## src/rtl/dgf_pkg.sv

```systemverilog
package dgf_pkg;

  // One shared setting: length code above, strobe in bit 0.
  typedef struct packed {
    logic [1:0] len_code;
    logic       strobe;
  } dgf_setting_t;

  localparam int SETTING_W = $bits(dgf_setting_t);

  // Sample count selected by a length code.
  function automatic logic [3:0] code_to_len(input logic [1:0] code);
    case (code)
      2'b00:   code_to_len = 4'd2;
      2'b01:   code_to_len = 4'd3;
      2'b10:   code_to_len = 4'd5;
      default: code_to_len = 4'd8;
    endcase
  endfunction

endpackage

```

## src/rtl/dgf_setting_mux.sv

```systemverilog
module dgf_setting_mux
  import dgf_pkg::*;
#(
  parameter int N_SET = 4,
  localparam int SEL_W = $clog2(N_SET),
  localparam int BUS_W = N_SET * SETTING_W
) (
  input  logic [BUS_W-1:0] set_bus,
  input  logic [SEL_W-1:0] pin_sel,
  output logic             strobe,
  output logic [1:0]       len_code
);

  dgf_setting_t setting [N_SET];

  // Unpack the shared bus into one struct per setting.
  for (genvar k = 0; k < N_SET; k++) begin : g_unpack
    assign setting[k] = set_bus[k*SETTING_W +: SETTING_W];
  end

  dgf_setting_t chosen;
  always_comb begin
    chosen   = setting[pin_sel];
    strobe   = chosen.strobe;
    len_code = chosen.len_code;
  end

endmodule

```

## src/rtl/dgf_history.sv

```systemverilog
module dgf_history #(
  parameter int HIST_W = 8
) (
  input  logic              clk,
  input  logic              rst,
  input  logic              raw_in,
  input  logic              strobe,
  output logic [HIST_W-1:0] hist_q,
  output logic [HIST_W-1:0] hist_d
);

  // Next history value: the newest sample enters at bit 0.
  always_comb begin
    if (rst)         hist_d = {HIST_W{raw_in}};
    else if (strobe) hist_d = {hist_q[HIST_W-2:0], raw_in};
    else             hist_d = hist_q;
  end

  always_ff @(posedge clk) begin
    hist_q <= hist_d;
  end

  // no strobe means the history holds.
  a_r3_hist_hold: assert property (@(posedge clk) disable iff (rst)
    !strobe |=> $stable(hist_q));

  // a strobe captures the raw input at the newest position.
  a_r3_hist_shift: assert property (@(posedge clk) disable iff (rst)
    strobe |=> hist_q[0] == $past(raw_in));

endmodule

```

## src/rtl/dgf_decide.sv

```systemverilog
module dgf_decide
  import dgf_pkg::*;
#(
  parameter int HIST_W = 8
) (
  input  logic              clk,
  input  logic              rst,
  input  logic              raw_in,
  input  logic              bypass,
  input  logic              strobe,
  input  logic [1:0]        len_code,
  input  logic [HIST_W-1:0] hist_d,
  output logic              out_q
);

  logic [HIST_W-1:0] len_mask;
  logic              all_ones;
  logic              all_zeros;

  // Mask covering the newest L samples.
  always_comb begin
    for (int i = 0; i < HIST_W; i++) begin
      len_mask[i] = (i < int'(code_to_len(len_code)));
    end
    all_ones  = ((hist_d & len_mask) == len_mask);
    all_zeros = ((hist_d & len_mask) == '0);
  end

  always_ff @(posedge clk) begin
    if (rst) begin
      out_q <= raw_in;
    end else if (bypass) begin
      out_q <= raw_in;
    end else if (strobe) begin
      if (all_ones)       out_q <= 1'b1;
      else if (all_zeros) out_q <= 1'b0;
    end
  end

  // the filtered level cannot move without a strobe.
  a_r3_out_hold: assert property (@(posedge clk) disable iff (rst)
    (!strobe && !bypass) |=> $stable(out_q));

  // any change of level is preceded by a strobe, bypass or reset.
  a_r4_change_cause: assert property (@(posedge clk) disable iff (rst)
    (out_q != $past(out_q)) |-> $past(strobe || bypass || rst));

endmodule

```

## src/rtl/pin_deglitch.sv

```systemverilog
module pin_deglitch
  import dgf_pkg::*;
#(
  parameter int N_SET  = 4,
  parameter int HIST_W = 8,
  localparam int SEL_W = $clog2(N_SET),
  localparam int BUS_W = N_SET * SETTING_W
) (
  input  logic             clk,
  input  logic             rst,
  input  logic [BUS_W-1:0] set_bus,
  input  logic [SEL_W-1:0] pin_sel,
  input  logic             bypass,
  input  logic             raw_in,
  output logic             filt_out
);

  logic              strobe;
  logic [1:0]        len_code;
  logic [HIST_W-1:0] hist_q;
  logic [HIST_W-1:0] hist_d;

  dgf_setting_mux #(.N_SET(N_SET)) u_mux (
    .set_bus  (set_bus),
    .pin_sel  (pin_sel),
    .strobe   (strobe),
    .len_code (len_code)
  );

  dgf_history #(.HIST_W(HIST_W)) u_hist (
    .clk    (clk),
    .rst    (rst),
    .raw_in (raw_in),
    .strobe (strobe),
    .hist_q (hist_q),
    .hist_d (hist_d)
  );

  dgf_decide #(.HIST_W(HIST_W)) u_dec (
    .clk      (clk),
    .rst      (rst),
    .raw_in   (raw_in),
    .bypass   (bypass),
    .strobe   (strobe),
    .len_code (len_code),
    .hist_d   (hist_d),
    .out_q    (filt_out)
  );

  // bypass makes the output follow the raw input one edge later.
  a_r6_bypass: assert property (@(posedge clk) disable iff (rst)
    bypass |=> filt_out == $past(raw_in));

  // a reset edge loads the raw input into the output.
  a_r7_reset: assert property (@(posedge clk)
    rst |=> filt_out == $past(raw_in));

endmodule

```

## config.mk

```make
export PLATFORM = sky130hd
export DESIGN_NAME = pin_deglitch
export DESIGN_NICKNAME = d
export VERILOG_FILES = /design/src/rtl/dgf_pkg.sv /design/src/rtl/dgf_setting_mux.sv /design/src/rtl/dgf_history.sv /design/src/rtl/dgf_decide.sv /design/src/rtl/pin_deglitch.sv
export SDC_FILE = /design/constraint.sdc
export NUM_CORES = 1
export LEC_CHECK = 0
export ABC_AREA = 0
export BUFFER_PORTS_ARGS = -buffer_cell sky130_fd_sc_hd__buf_2
export CORE_MARGIN = 2
export CORE_UTILIZATION = 50
export CTS_CLUSTER_SIZE = 24
export DETAILED_ROUTE_END_ITERATION = 12
export PLACE_DENSITY = 0.76
export SLEW_MARGIN = 5
export SYNTH_ARGS = -nofsm -noshare
export SYNTH_HDL_FRONTEND = slang
export SYNTH_SLANG_ARGS = --single-unit
export TNS_END_PERCENT = 20
```

## constraint.sdc

```tcl
create_clock -name clk -period 5.9 [get_ports clk]
set_clock_uncertainty 0.1 [all_clocks]
set_input_delay 0.59 -clock clk [delete_from_list [all_inputs] [get_ports clk]]
set_output_delay 0.59 -clock clk [all_outputs]
set_load 0.02 [all_outputs]
```

==> metrics.md <==
| Metric | Value |
|---|---|
| Seq/Total Area, Yosys | `25.1%` |
| Number of DRC violations after detailed-routing iteration 0 | `42` |
| Final hold viol count | `0` |
| Core ar. | `1470 sq um` |
| Final wirelength | `1730 microns` |
| Vias per std cell | `6.33` |
| Clock Latency Late Sink | `0.27 ns` |
| Crit. End Element | `flip-flop` |
| Storage element area | `190 sq um` |
| Worst flop-to-flop path endpoint | `u_dec.out_q` |
| Pwr/cell area | `215 nW/um^2` |
| Crit path time final | `2.75 ns` |
| CP Max Fanout | `13` |
| Most common cell after layout, fill and taps aside | `buf_2` |
| Fmax | `364 MHz` |
| Post-synthesis compound-gate area fraction | `20.0%` |
| CTS tree | `done` |
| All-layer global routing usage | `21.9%` |
| Leak pwr | `0.384 nW` |
| Fraction of registers with async set/reset | `0%` |
| Placer Congestion | `0.865` |
| Max_cap viols | `0` |
| Hold Crit Class | `reg -> reg` |
| Top Ports | `19` |
| Largest net degree at the start of global routing | `17` |
| P&R area growth vs syn | `17.0%` |
| Cts hold-fix bufs | `0` |
| Biggest area consumer among synthesized cells | `dfxtp_1` |
| Avg WL per Cell | `14.9 microns` |
| Hpwl dp | `1330 microns` |
| Post-CTS setup buffer count | `0` |
| Mapped cell area | `758 sq um` |
| Final setup violation count | `0` |
| DR DRC count | `0` |
| Top FF cell, synth | `dfxtp_1` |
| Layout net count | `121` |
| Final Max Slew Viols | `0` |
| Drt pass-1 iters | `4` |
| Post-synth top area share | `21.1%` |
| Fillers | `137` |
| Initial Util | `51.5%` |
| First-pass GRT wire length | `3020 microns` |
| DR vias | `734` |
| Synth Area in Adders | `3.30%` |
| Total CTS buffers | `3` |
| Die X | `42.9 microns` |
| Die Height | `42.9 microns` |
| GRT overflow | `0` |
| Post-synthesis register bit count | `9` |
| Post-CTS sizing | `0` |
| Row count | `14` |
| CP arrival | `2.63 ns` |
| Netlist cell types | `35` |
| Fraction of layout cells with a size suffix above 1 | `32.0%` |
| Synth Area in XOR/XNOR | `0%` |
| Clock buffer depth | `2` |
| Startpoint types | `input pin` |
| Worst slew margin | `58.2%` |
| Syn Inst Count | `80` |
| R2R Setup Slk | `3.80 ns` |
| Unrepaired setup endpoints after global routing | `false` |
| Placed insts | `112` |
| Synth Area per Inst | `9.48 sq um` |
| Initial antenna violation count | `0` |
| Worst vdd ir | `0.128 mV` |
| R2r startpoint | `u_hist.hist_q[1]` |
| Area of the multi-input gates | `542 sq um` |
| Detail Route Antenna Nets | `0` |
| Most frequent cells in the layout | `18 x buf_2, 8 x dfxtp_1, 7 x nand2_1, 7 x a21oi_1, 6 x mux2i_1` |
| Post-Synth Simple-Gate Area | `19.1%` |
| Mux contribution to synthesized area | `29.0%` |
| Crit path from | `pin_sel[0]` |
| Net Count, Synth | `100` |
| Ys Warns | `0` |
| Total clock sinks | `9` |
| Vias in the first global route | `701` |
| Die area | `1840 sq um` |
| Antenna cells | `0` |
| Largest family of logic cells by synthesized area | `multiplexers` |
| H-Tree Level Count | `1` |
| Root Driver | `clkbuf_4` |
| Crit share post-route | `46.5%` |
| Number of synthesized flops with an enable pin | `1` |
| CP Capture Point | `u_dec.out_q` |
| Final Non-Filler Cells | `116` |
| Worst Path Class, Setup | `in -> reg` |
| Top cells by area in the synthesized netlist | `dfxtp_1 21%, mux2i_1 7.9%, mux4_1 6.9%` |
| Number of port buffers | `18` |
| Status | `completed` |
| Setup TNS | `0 ns` |
| Worst-margin pin slew | `0.609 ns` |
| Worst Path Required | `5.78 ns` |
| R2R depth | `6` |
| Worst-path clk slew | `0.07 ns` |
-- power by group --
part / internal [mW] / switching [mW] / leakage, nW
registers: 0.0700 / 0.00732 / 0.0780
clock network: 0.0262 / 0.0246 / 0.0150
logic: 0.0293 / 0.0331 / 0.291
-- stage by stage --
stage	worst slack, ns	hold WS, ns	power, mW	util (%)	instance area (sq um)
2_1_floorplan	3.26	0.353	0.122	-	758
3_3_place_gp	2.91	0.395	0.138	58.5	861
3_5_place_dp	2.87	0.407	0.140	58.5	861
4_1_cts	3.15	0.417	0.191	60.3	887
5_1_grt	2.99	0.451	0.202	60.3	887
6_report	3.15	0.414	0.191	60.3	887
-- how the worst min path moves through the flow --
| stage | start | end | slack (ns) | cells past startpoint |
|---|---|---|---|---|
| after global routing | u_hist.hist_q[1] | u_hist.hist_q[1] | 0.45 | 2 |
| after floorplan | u_hist.hist_q[1] | u_hist.hist_q[1] | 0.35 | 2 |
| after CTS | u_hist.hist_q[6] | u_hist.hist_q[6] | 0.42 | 2 |
| after global placement | u_hist.hist_q[1] | u_hist.hist_q[1] | 0.39 | 2 |
| final | u_hist.hist_q[1] | u_hist.hist_q[1] | 0.41 | 2 |
| after detailed placement | u_hist.hist_q[6] | u_hist.hist_q[6] | 0.41 | 2 |
-- cells by family (layout without fill, tap and decap cells) --
family          Yosys count  in the layout
compound gates           19             19
mux                      16             16
flops                     9              9
buf+inv                   7             27
fa+ha+maj                 2              2
simple gates             27             27
-- sequential cells by signal, summed over array words and instances, names as in the netlist --
| register | cells |
|---|---|
| u_dec.out_q | 1 |
| u_hist.hist_q | 8 |
-- per-layer routing --
metal  track usage [%]  part of all wire [%]
met4              13.3                   1.8
met2              33.9                    49
met3              2.98                   6.8
met1              28.8                    42
met5                 0                     0
-- area by class of cell --
class                   count  area share [%]
clock buffers               4            2.96
well taps                  16            2.26
flip-flops and latches      9            21.4
inverters                   5            2.12
repair buffers             18            10.2
multi-input cells          64            61.1
-- worst max-delay path, cell delays in order --
cell	delay [ns]
buf_2	0.24
mux4_1	0.64
nand2_1	0.17
inv_1	0.06
ha_1	0.29
inv_1	0.06
o22ai_1	0.09
or4_1	0.42
o211ai_2	0.08
-- synth_stat cells (all sizes together), types with 3 or more instances --
library cell and number:
nand2 7, mux4 3, inv 5, dfxtp 8
a21oi 7, nor2 5, mux2i 7, nand3b 3
mux2 6
Power figures use the tool's default switching activity.
